**src/rtl/bl_pkg.sv**
```systemverilog
package bl_pkg;
  localparam int PREF_W     = 5;
  localparam int BURST_CEIL = 256;

  typedef enum logic [1:0] {
    HS_IDLE  = 2'd0,
    HS_OFFER = 2'd1,
    HS_BUSY  = 2'd2
  } hs_state_e;
endpackage

```
**src/rtl/bl_pref_decode.sv**
```systemverilog
module bl_pref_decode #(
  parameter int MAX_BEATS = 16,
  localparam int LEN_W    = $clog2(MAX_BEATS + 1)
) (
  input  logic                      clk,
  input  logic                      rst_n,
  input  logic [bl_pkg::PREF_W-1:0] pref,
  output logic [LEN_W-1:0]          max_beats
);
  localparam int RAW_W = $clog2(bl_pkg::BURST_CEIL + 1);

  logic [RAW_W-1:0] raw;

  always_comb begin
    if (pref[4])                 raw = RAW_W'(16);
    else if (pref[3])            raw = RAW_W'(8);
    else if (pref[2])            raw = RAW_W'(4);
    else if (pref[1] || pref[0]) raw = RAW_W'(1);
    else                         raw = RAW_W'(bl_pkg::BURST_CEIL);
  end

  generate
    if (MAX_BEATS < bl_pkg::BURST_CEIL) begin : g_clamp
      assign max_beats = (raw > RAW_W'(MAX_BEATS)) ? LEN_W'(MAX_BEATS) : LEN_W'(raw);
    end else begin : g_full
      assign max_beats = LEN_W'(raw);
    end
  endgenerate

  // the limit is always a single power of two
  p_cap_onehot_r1: assert property (@(posedge clk) disable iff (!rst_n)
    $onehot(max_beats));
endmodule

```
**src/rtl/bl_len_calc.sv**
```systemverilog
module bl_len_calc #(
  parameter int CNT_W      = 16,
  parameter int MAX_BEATS  = 16,
  parameter int DESC_BEATS = 4,
  parameter int BEAT_BYTES = 4,
  parameter int BND_BYTES  = 1024,
  localparam int LEN_W     = $clog2(MAX_BEATS + 1),
  localparam int BEAT_SH   = $clog2(BEAT_BYTES),
  localparam int BND_BEATS = BND_BYTES / BEAT_BYTES,
  localparam int OFS_W     = $clog2(BND_BEATS)
) (
  input  logic             clk,
  input  logic             rst_n,
  input  logic [OFS_W-1:0] beat_ofs,
  input  logic [CNT_W-1:0] bytes,
  input  logic [LEN_W-1:0] max_beats,
  input  logic             dir_tx,
  input  logic             last,
  input  logic             desc,
  input  logic             force_rx,
  input  logic             force_tx,
  output logic [LEN_W-1:0] beats,
  output logic [LEN_W-1:0] pad,
  output logic             pad_zero
);
  localparam int W = (CNT_W + 1 > OFS_W + 2) ? CNT_W + 1 : OFS_W + 2;

  logic [W-1:0] need, room, cap, nrm;
  logic         force_sel;

  always_comb begin
    need = (W'(bytes) + W'(BEAT_BYTES - 1)) >> BEAT_SH;
    if (need == '0) need = W'(1);
    room = W'(BND_BEATS) - W'(beat_ofs);
    cap  = W'(max_beats);
    nrm  = cap;
    if (need < nrm) nrm = need;
    if (room < nrm) nrm = room;
    force_sel = last && (dir_tx ? force_tx : force_rx);
    if (desc) begin
      beats = LEN_W'(DESC_BEATS);
      pad   = '0;
    end else if (force_sel && (cap <= room)) begin
      beats = max_beats;
      pad   = (need < cap) ? LEN_W'(cap - need) : '0;
    end else begin
      beats = LEN_W'(nrm);
      pad   = '0;
    end
    pad_zero = (pad != '0) && !dir_tx;
  end

  // a frame burst ends at or before the boundary
  p_room_r3: assert property (@(posedge clk) disable iff (!rst_n)
    !desc |-> (W'(beats) <= room));
  // never above the decoded limit
  p_cap_r2: assert property (@(posedge clk) disable iff (!rst_n)
    !desc |-> (beats <= max_beats));
  // surplus only on a forced last transfer of the matching direction
  p_pad_forced_r7: assert property (@(posedge clk) disable iff (!rst_n)
    (pad != '0) |-> (last && !desc && (dir_tx ? force_tx : force_rx)));
endmodule

```
**src/rtl/bl_handshake.sv**
```systemverilog
module bl_handshake #(
  parameter int LEN_W = 5
) (
  input  logic             clk,
  input  logic             rst_n,
  input  logic             req_valid,
  output logic             req_ready,
  input  logic [LEN_W-1:0] in_beats,
  input  logic [LEN_W-1:0] in_pad,
  input  logic             in_pad_zero,
  output logic             out_valid,
  input  logic             out_ready,
  output logic [LEN_W-1:0] out_beats,
  output logic [LEN_W-1:0] out_pad,
  output logic             out_pad_zero,
  input  logic             burst_done
);
  bl_pkg::hs_state_e st;

  always_ff @(posedge clk or negedge rst_n) begin
    if (!rst_n) begin
      st           <= bl_pkg::HS_IDLE;
      out_beats    <= '0;
      out_pad      <= '0;
      out_pad_zero <= 1'b0;
    end else begin
      case (st)
        bl_pkg::HS_IDLE: if (req_valid) begin
          st           <= bl_pkg::HS_OFFER;
          out_beats    <= in_beats;
          out_pad      <= in_pad;
          out_pad_zero <= in_pad_zero;
        end
        bl_pkg::HS_OFFER: if (out_ready) st <= bl_pkg::HS_BUSY;
        bl_pkg::HS_BUSY:  if (burst_done) st <= bl_pkg::HS_IDLE;
        default: st <= bl_pkg::HS_IDLE;
      endcase
    end
  end

  assign req_ready = (st == bl_pkg::HS_IDLE);
  assign out_valid = (st == bl_pkg::HS_OFFER);

  // the two ports never offer at once
  p_excl_r9: assert property (@(posedge clk) disable iff (!rst_n)
    !(out_valid && req_ready));
  // result held under back-pressure
  p_offer_hold_r9: assert property (@(posedge clk) disable iff (!rst_n)
    (out_valid && !out_ready) |=> (out_valid && $stable(out_beats) && $stable(out_pad)
                                   && $stable(out_pad_zero)));
  // result held while the burst runs
  p_busy_hold_r10: assert property (@(posedge clk) disable iff (!rst_n)
    (!out_valid && !req_ready && !burst_done) |=> ($stable(out_beats) && $stable(out_pad)
                                                   && !req_ready));
endmodule

```
**src/rtl/burst_len_planner.sv**
```systemverilog
module burst_len_planner #(
  parameter int ADDR_W     = 32,
  parameter int CNT_W      = 16,
  parameter int MAX_BEATS  = 16,
  parameter int DESC_BEATS = 4,
  parameter int BEAT_BYTES = 4,
  parameter int BND_BYTES  = 1024,
  localparam int LEN_W     = $clog2(MAX_BEATS + 1),
  localparam int BEAT_SH   = $clog2(BEAT_BYTES),
  localparam int BND_SH    = $clog2(BND_BYTES)
) (
  input  logic                      clk,
  input  logic                      rst_n,
  input  logic                      req_valid,
  output logic                      req_ready,
  input  logic [ADDR_W-1:0]         req_addr,
  input  logic [CNT_W-1:0]          req_bytes,
  input  logic [bl_pkg::PREF_W-1:0] req_pref,
  input  logic                      req_dir,
  input  logic                      req_last,
  input  logic                      req_desc,
  input  logic                      force_rx,
  input  logic                      force_tx,
  output logic                      out_valid,
  input  logic                      out_ready,
  output logic [LEN_W-1:0]          out_beats,
  output logic [LEN_W-1:0]          out_pad,
  output logic                      out_pad_zero,
  input  logic                      burst_done
);
  logic [LEN_W-1:0] max_beats, c_beats, c_pad;
  logic             c_pad_zero;
  logic             unused_addr_bits;

  assign unused_addr_bits = ^{req_addr[ADDR_W-1:BND_SH], req_addr[BEAT_SH-1:0]};

  bl_pref_decode #(.MAX_BEATS(MAX_BEATS)) u_dec (
    .clk(clk), .rst_n(rst_n), .pref(req_pref), .max_beats(max_beats)
  );

  bl_len_calc #(
    .CNT_W(CNT_W), .MAX_BEATS(MAX_BEATS), .DESC_BEATS(DESC_BEATS),
    .BEAT_BYTES(BEAT_BYTES), .BND_BYTES(BND_BYTES)
  ) u_calc (
    .clk(clk), .rst_n(rst_n),
    .beat_ofs(req_addr[BND_SH-1:BEAT_SH]), .bytes(req_bytes),
    .max_beats(max_beats), .dir_tx(req_dir), .last(req_last), .desc(req_desc),
    .force_rx(force_rx), .force_tx(force_tx),
    .beats(c_beats), .pad(c_pad), .pad_zero(c_pad_zero)
  );

  bl_handshake #(.LEN_W(LEN_W)) u_hs (
    .clk(clk), .rst_n(rst_n),
    .req_valid(req_valid), .req_ready(req_ready),
    .in_beats(c_beats), .in_pad(c_pad), .in_pad_zero(c_pad_zero),
    .out_valid(out_valid), .out_ready(out_ready),
    .out_beats(out_beats), .out_pad(out_pad), .out_pad_zero(out_pad_zero),
    .burst_done(burst_done)
  );

  // an accepted request is offered in the next cycle
  p_accept_offer_r9: assert property (@(posedge clk) disable iff (!rst_n)
    (req_valid && req_ready) |=> out_valid);
  // ready comes back right after the done pulse
  p_done_ready_r10: assert property (@(posedge clk) disable iff (!rst_n)
    (burst_done && !req_ready && !out_valid) |=> req_ready);
endmodule

```
**config.mk**
```make
export PLATFORM = sky130hd
export DESIGN_NAME = burst_len_planner
export DESIGN_NICKNAME = d
export VERILOG_FILES = /design/src/rtl/bl_pkg.sv /design/src/rtl/bl_pref_decode.sv /design/src/rtl/bl_len_calc.sv /design/src/rtl/bl_handshake.sv /design/src/rtl/burst_len_planner.sv
export SDC_FILE = /design/constraint.sdc
export NUM_CORES = 1
export LEC_CHECK = 0
export CAP_MARGIN = 25
export CORE_UTILIZATION = 45
export DETAILED_ROUTE_END_ITERATION = 12
export PLACE_DENSITY = 0.89
export SYNTH_ARGS = -nofsm -noshare
export SYNTH_HDL_FRONTEND = slang
export SYNTH_SLANG_ARGS = --single-unit
```
**constraint.sdc**
```tcl
create_clock -name clk -period 4.5 [get_ports clk]
set_input_delay 0.675 -clock clk [delete_from_list [all_inputs] [get_ports clk]]
set_output_delay 0.675 -clock clk [all_outputs]
set_load 0.02 [all_outputs]
```
* Word level (Yosys, flattened, before mapping)
Cells that the tools add are included.
Cells by class: $add $sub $neg 3, $lt $le $gt $ge 4, equality and inequality tests 5, mux-type cells 18, reduce and logical (&&, ||, !) cells 10
Operator list (number):
- $mux W9 | 4
- $mux W5 | 7
- $mux W15 | 2
- $add A16 B2 Y17 const B | 1
- $le A5 B17 Y1 | 1
- $logic_not A17 Y1 | 1
- $lt A17 B15 Y1 | 1
- $lt A15 B5 Y1 | 1
- $sub A9 B8 Y10 const A | 1
- $gt A9 B5 Y1 const B | 1
- $mux W2 | 3
- $pmux W2 S3 | 1
- $reduce_bool A5 Y1 | 1
- $sub A5 B5 Y5 | 1
- $ne A2 B2 Y1 const B | 2
- $logic_and A1 B1 Y1 | 3
- $reduce_and A3 Y1 | 1
- $eq A2 B1 Y1 const B | 1
- $eq A2 B2 Y1 const B | 1
- $logic_not A2 Y1 | 1
- $ne A2 B1 Y1 const B | 1
- $reduce_and A2 Y1 | 1
- $logic_not A1 Y1 | 1
- $logic_or A1 B1 Y1 | 1
- $mux W1 | 1
Word-level totals: bits in registers 13, input bits 63, output and inout bits 13, logic and storage cells 44

* Depth between registers and ports, before layout
Gate-level depths: netlist of the first run.
word-level depth 13, mapped depth 20, depth with buffers taken out 20

* Cells and area by module
A second synthesis of the first run with hierarchy kept.
Second synthesis, totals: cells, all modules 198, area total of the unflattened synthesis 1780.5 um2
By module, submodules not included:
- bl_len_calc | instances 1, cells an instance 158, area an instance 1218.7 um2
- bl_handshake | instances 1, cells an instance 32, area an instance 509.2 um2
- bl_pref_decode | instances 1, cells an instance 8, area an instance 52.6 um2

* Worst setup path after synthesis of the first run
OpenSTA, ideal clock, no wires.
kind input to register, from in req_bytes[3], to reg u_hs.out_beats[2], arrival 4.056 ns, data required time 4.401 ns, path slack 0.345 ns, stages 18, cell sequence or4_1 > or4_1 > o21ai_0 > a31o_2 > inv_1 > ha_1 > a2bb2oi_1 > o211ai_2 > nor3_2 > nor2_1 > a21oi_1 > ha_1 > a211oi_1 > o21ai_0 > a221o_1 > nor2_1 > nor4_1 > a311oi_1
Between the ends: cells in the longest elaborated chain, start to end 9
RTL lines:
- from (decl) | RTL line burst_len_planner.sv:17 | input logic [CNT_W-1:0] req_bytes,
- $add A16 B2 Y17 (*) | RTL line bl_len_calc.sv:32 | need = (W'(bytes) + W'(BEAT_BYTES - 1)) >> BEAT_SH;
- $logic_not A17 Y1 | RTL line bl_len_calc.sv:33 | if (need == '0) need = W'(1);
- $mux W15 (*) | RTL line bl_len_calc.sv:33
- $lt A15 B5 Y1 | RTL line bl_len_calc.sv:37 | if (need < nrm) nrm = need;
- $mux W15 (*) | RTL line bl_len_calc.sv:37
- $lt A17 B15 Y1 | RTL line bl_len_calc.sv:38 | if (room < nrm) nrm = room;
- $mux W5 (*) | RTL line bl_len_calc.sv:38
- $mux W5 (*) | RTL line bl_len_calc.sv:43 | end else if (force_sel && (cap <= room)) begin
- $mux W5 (*) | RTL line bl_len_calc.sv:40 | if (desc) begin
- to (signal assigned) | RTL line bl_handshake.sv:30 | out_beats <= in_beats;
- to (decl) | RTL line bl_handshake.sv:13 | output logic [LEN_W-1:0] out_beats,
Every way passes the cells marked *; elsewhere a longest branch is shown, timed or not. A chain may end at the register's enable or synchronous reset.

* Worst setup path in the final report of the first run
from in req_bytes[2], to reg u_hs.out_beats[2]
Same word-level chain as after synthesis.

==> flow_metrics.tcl, run 1 <==
set metrics [dict create \
    grt_max_degree 14 \
    synthTopCellsByCount "21 x ha_1, 17 x inv_1, 15 x nor2_1" \
    clock_skew_ns 0.00444 \
    violations "setup timing" \
    yosys.area.top_type "dfrtp_1" \
    end_kind "flip-flop" \
    powerDensity_mw_per_mm2 239 \
    synthMostInstantiatedCell "ha_1" \
    synth-xor-area-share 0.0668 \
    synth_cell_types 56 \
    tightest_slew_ns 0.742 \
    synth_top_area_frac 0.191 \
    place_congestion 0.927 \
    finalCritPeriodShare 1.01 \
    synth_top_family_by_area "compound AO/OA/AOI/OAI gates" \
    ys_warn_count 0 \
    n_antenna_cell 0 \
    worstPathArrival_ns 4.68 \
    row_count 22 \
    worstSetupPathType "in2reg" \
    wire_per_inst_um 17.5 \
    grt_usage 0.272 \
    drive_gt1_frac 0.316 \
    crit_fanout 6 \
    synth_cells 204 \
    path_buf_inv 3 \
    core_mm2 0.00366 \
    outcome "finished, violations left" \
    synth_compound_area_frac 0.282 \
    synth.avg_cell_area_um2 8.36 \
    antenna_found_initial 0 \
    wl_um 6210 \
    ioPinCount 76 \
    tns_ns -0.0300 \
    yosys_register_bits 13 \
    vias_per_cell 6.08 \
    hpwl_um 3760 \
    start_kind "primary input" \
    ir_worst_vdd_mv 0.136 \
    synth_ff_type "dfrtp_1" \
    grt_pass1_wl_um 8760 \
    initial_core_util 0.466 \
    synth-adder-area-share 0.154 \
    cts_sinks 13 \
    clk_path_buf_depth 2 \
    worst_slack_ns -0.0300 \
    synthMuxAreaShare 0.0117 \
    h-tree-depth 1 \
    drtIter0Drc 109 \
    slew_viol_final 0 \
    cp_slowest_cell "a221o_1" \
    cts_tree "yes" \
    vias 2160 \
    worstSkewPairLatency_ns 0.24 \
    ant_nets 0 \
    hp-class "reg2reg" \
    rsz0062_at_grt "yes" \
    synth_edf_count 0 \
    clkTransAtPathRegs_ns 0.06 \
    die_x_um 63.6 \
    synth-simple-area-share 0.244 \
    fin_hold_ws_ns 0.483 \
    critPathRequiredTime_ns 4.65 \
    hold_violations 0 \
    syn_to_final_growth_pct 69.9 \
    critical-path-max-stage-delay_ns 0.43 \
    layout.nets 392 \
    cts_root_buf "clkbuf_8" \
    p_leak_uw 0.00132 \
    drt_first_pass_iters 4 \
    overflow 0 \
    cpLargestDelayFamily "compound AO/OA/AOI/OAI gates" \
    drv_cap 0 \
    r2r_cells 7 \
    setup_viol 1 \
    path_depth 19 \
    drt_drc_violations_left 0 \
    die_y_um 63.6 \
    final_util 0.792 \
    slew_headroom 0.498 \
    fin_crit_ns 4.53 \
    portBuffers 51 \
    fmax_mhz 221 \
    cts_made_buffers 3 \
    die_area_mm2 0.00404 \
    worstPathCellList "dlygate4sd2_1, buf_4, nor3_1, nor2_1, a31o_2, inv_2, ha_4, a2bb2oi_2, o211ai_2, nor3_4, mux2i_2, ha_1, o21ai_2, o21ai_1, a221o_1, nor2_2, o211a_4, nor4_4, a311oi_2" \
    grt_pass1_vias 2017 \
    fillCellCount 219 \
    async_flop_share 1.00 \
    ys_seq_area_frac 0.191 \
    synth_area_leaders "dfrtp_1 19%, ha_1 15%, xnor2_1 4.1%" \
    netlist_area_mm2 0.00171 \
    hold_depth 2 \
]
-- layout by cell type, fill, tap and decap left out, types with 7 or more instances in the layout --
master and n:
buf_4 45, nand2_1 9, nor2_1 11, xnor2_1 7
nor3_1 7, o21ai_0 7, inv_1 15, dlymetal6s2s_1 8
ha_1 19, clkdlybuf4s50_1 37, dfrtp_1 13
-- logic make-up (layout without fill, tap and decap cells) --
group                      after synthesis  in the layout
muxes                                    2              2
xor gates and xnor gates                13             13
adders and majority gates               21             21
buffers and inverters                   20            120
DFF                                     13             13
and+or+nand+nor                         72             72
AOI/OAI and AO/OA                       62             62
other                                    1              4
-- worst paths after layout --
check                                startpoint                 to  slack (ns)
max in group asynchronous                 rst_n         u_hs.st[0]        3.36
min in group asynchronous                 rst_n  u_hs.out_beats[0]        0.78
worst max register to register       u_hs.st[0]  u_hs.out_beats[4]        1.79
worst max-delay path               req_bytes[2]  u_hs.out_beats[2]       -0.03
worst min-delay path            u_hs.out_pad[0]    u_hs.out_pad[0]        0.48
worst min register to register  u_hs.out_pad[0]    u_hs.out_pad[0]        0.48
-- layer usage --
metal	global-route usage	vias to the layer above	wire length, um
met5	0	-	0
met2	0.500	130	2980
met1	0.310	994	2410
met3	0.0290	51	417
li1	-	985	-
met4	0.128	0	395
-- per-stage QoR --
stage / cells / instance area [um^2] / setup slack (ns) / power [uW]
CTS: 353 / 2710 / 0.0154 / 647
detailed placement: 348 / 2610 / -0.501 / 529
finish: 355 / 2900 / -0.0300 / 692
floorplan: 207 / 1720 / 0.345 / 349
global route: 355 / 2900 / -0.212 / 730
global placement: 348 / 2610 / -0.312 / 517
-- worst reg2reg max path: cells and delay by family, from the launching register on --
family	cells	cell delay [ns]
DFF	1	0.40
and+or+nand+nor	3	1.10
AOI/OAI and AO/OA	4	1.10
-- where the power goes --
| group | internal [uW] | switching (uW) | leakage (uW) |
|---|---|---|---|
| combinational | 205 | 216 | 0.00113 |
| clock | 62.5 | 41.4 | 0.0000228 |
| sequential | 145 | 21.5 | 0.000173 |
| total | 413 | 279 | 0.00132 |
-- cell type report --
class	count	area, um^2	area share
multi-input cells	174	1520	0.523
repair buffers	99	887	0.306
flip-flops and latches	13	325	0.112
inverters	17	63.8	0.0220
well taps	48	60.1	0.0207
clock buffers	4	45.0	0.0155
-- state kept, by name, indices dropped and copies added (netlist names) --
name               cells
u_hs.out_beats         5
u_hs.out_pad           5
u_hs.st                2
u_hs.out_pad_zero      1
-- what timing repair did --
action | in CTS | in global routing
hold buffers | 0 | 0
resized for setup | 23 | 49
setup buffers | 2 | 2
setup endpoints to repair | 5 | 5
pin swaps | 13 | 20
hold endpoints to repair | 0 | 0
(Power assumes the default switching activity.)
==> run 2, diff against run 1 <==
--- a/config.mk
+++ b/config.mk
@@ -6,9 +6,9 @@
 export NUM_CORES = 1
 export LEC_CHECK = 0
 export CAP_MARGIN = 25
-export CORE_UTILIZATION = 45
+export CORE_UTILIZATION = 43
 export DETAILED_ROUTE_END_ITERATION = 12
-export PLACE_DENSITY = 0.89
+export PLACE_DENSITY = 0.86
 export SYNTH_ARGS = -nofsm -noshare
 export SYNTH_HDL_FRONTEND = slang
 export SYNTH_SLANG_ARGS = --single-unit
==> constraint.sdc (replaced) <==
create_clock -name clk -period 5 [get_ports clk]
set_input_delay 0.75 -clock clk [delete_from_list [all_inputs] [get_ports clk]]
set_output_delay 0.75 -clock clk [all_outputs]
set_load 0.02 [all_outputs]
==> run 2 against run 1 <==
Effect of this change: the flow now finishes without violations; sequential share of layout area grew 2.0 points; global-route usage is 5.5 points lower; worst setup slack improved by 0.37 ns; core utilization shrank 13 points; first-iteration DRC count is 37% lower; critical path type unchanged; critical endpoint is now u_hs.out_beats[3]; largest power group unchanged.
==> flow_metrics.tcl, run 2 (synthesized netlist as in run 1, its figures left out) <==
set metrics [dict create \
    cts_tree "yes" \
    outcome "complete, no violations" \
    overflow 0 \
    hp-class "reg2reg" \
    syn_to_final_growth_pct 44.2 \
    row_count 22 \
    grt_usage 0.217 \
    reg2reg_slack_ns 2.50 \
    core_mm2 0.00374 \
    finalCritPeriodShare 0.931 \
    crit_path_end "u_hs.out_beats[3]" \
    final_cell_mix "48 x clkdlybuf4s50_1, 21 x ha_1, 17 x inv_1" \
    ir_worst_vdd_mv 0.0960 \
    internal-power_uw 339 \
    place_area_mm2 0.00238 \
    cts_sinks 13 \
    slew_headroom 0.529 \
    fin_crit_ns 4.66 \
    place_congestion 0.935 \
    ioPinCount 76 \
    end_kind "flip-flop" \
    die_area_mm2 0.00422 \
    cts_root_buf "clkbuf_8" \
    p_sw_uw 209 \
    drt_drc_violations_left 0 \
    worstSkewPairLatency_ns 0.24 \
    wl_um 4220 \
    drv_cap 0 \
    use_met1 0.261 \
    fmax_mhz 215 \
    clk_path_buf_depth 2 \
    combPwrFrac 0.563 \
    hold_violations 0 \
    worst_r2r_endpoint "u_hs.out_beats[4]" \
    grt_pass1_wl_um 7380 \
    worstSetupPathType "in2reg" \
    seq_power_share 0.272 \
    critPathRequiredTime_ns 5.13 \
    ant_nets 0 \
    wire_per_inst_um 13.1 \
    pwr-share-clk 0.165 \
    powerDensity_mw_per_mm2 223 \
    met3_usage 0.0352 \
    seqCellArea_um2 325 \
    r2r_cells 7 \
    drtIter0Drc 69 \
    grt_pass1_vias 1800 \
    multiInputGateArea_mm2 0.00133 \
    drt_first_pass_iters 4 \
    p_leak_uw 0.00107 \
    design_area_mm2 0.00246 \
    portBuffers 51 \
    fillCellCount 328 \
    timing.rr.start "u_hs.st[0]" \
    placed_cells 318 \
    vias 1814 \
    start_kind "primary input" \
    cts_made_buffers 3 \
    tns_ns 0 \
    grt.busiest_layer "met2" \
    clkTransAtPathRegs_ns 0.05 \
    reg_top3 "u_hs.out_beats (5), u_hs.out_pad (5), u_hs.st (2)" \
    crit_start "req_bytes[1]" \
    drive_gt1_frac 0.116 \
    grt.met2_usage 0.389 \
    n_antenna_cell 0 \
    clock_skew_ns 0.00489 \
    fin_hold_ws_ns 0.485 \
    crit_fanout 6 \
    setup_viol 0 \
    swShare 0.381 \
    antenna_found_initial 0 \
    slew_viol_final 0 \
    initial_core_util 0.456 \
    final_util 0.657 \
    vias_per_cell 5.62 \
    grt_max_degree 14 \
    layout.nets 360 \
    final_common_cell "clkdlybuf4s50_1" \
    holdBufCountCts 0 \
    h-tree-depth 1 \
    die_y_um 65.0 \
    hpwl_um 3600 \
    tightest_slew_ns 0.695 \
    stdcell_count 323 \
    die_x_um 65.0 \
    worstPathArrival_ns 4.79 \
]
## run 2: how the worst min path moves through the flow
stage / start / cells after the start / endpoint / slack [ns]
after floorplan: rst_n / 0 / u_hs.out_beats[0] / 0.45
after global placement: u_hs.out_pad[3] / 2 / u_hs.out_pad[3] / 0.47
after detailed placement: u_hs.out_pad[3] / 2 / u_hs.out_pad[3] / 0.48
after CTS: u_hs.out_pad[3] / 2 / u_hs.out_pad[3] / 0.49
after global routing: u_hs.out_pad[3] / 2 / u_hs.out_pad[3] / 0.52
final: u_hs.out_pad[3] / 2 / u_hs.out_pad[3] / 0.49
## run 2: critical path: stages
cell and delay, ns:
clkdlybuf4s50_1 0.48, o21a_4 0.27, nand4_1 0.10, xor2_1 0.21, inv_1 0.09, ha_1 0.32
nand3_1 0.13, a2bb2oi_1 0.20, o211ai_2 0.14, nor3_4 0.26, mux2i_1 0.30, ha_1 0.28
o21ai_0 0.14, o21ai_0 0.10, a221o_1 0.36, nor2_2 0.12, o211a_4 0.19, nor2_1 0.06
o311ai_1 0.28
## run 2: layer usage
| layer | wire length [um] | up-vias |
|---|---|---|
| met5 | 0 | - |
| met4 | 63 | 0 |
| met3 | 167 | 8 |
| met2 | 2130 | 51 |
| met1 | 1850 | 831 |
| li1 | - | 924 |
## run 2: repair_timing
action / CTS / global route
resized for setup: 0 / 8
buffers inserted: 0 / 1
endpoints found under the setup margin: 0 / 5
## run 2: power groups by stage
stage	clock network (uW)	logic (uW)	registers [uW]
global route	98.1	339	152
CTS	91.8	306	148
detailed placement	0	306	150
global placement	0	298	149
floorplan	0	145	169
finish	90.2	308	149
## run 2: layout make-up
cell class,count,share of cell area
Multi-Input combinational cell,174,0.540
Inverter,17,0.0259
Sequential cell,13,0.132
Tap cell,48,0.0244
Timing Repair Buffer,67,0.259
Clock buffer,4,0.0183
## run 2: metrics by stage
stage | power [uW] | setup slack [ns]
floorplan | 314 | 0.770
global placement | 447 | 0.0220
detailed placement | 455 | -0.0467
CTS | 546 | 0.196
global route | 590 | -0.0227
finish | 547 | 0.345
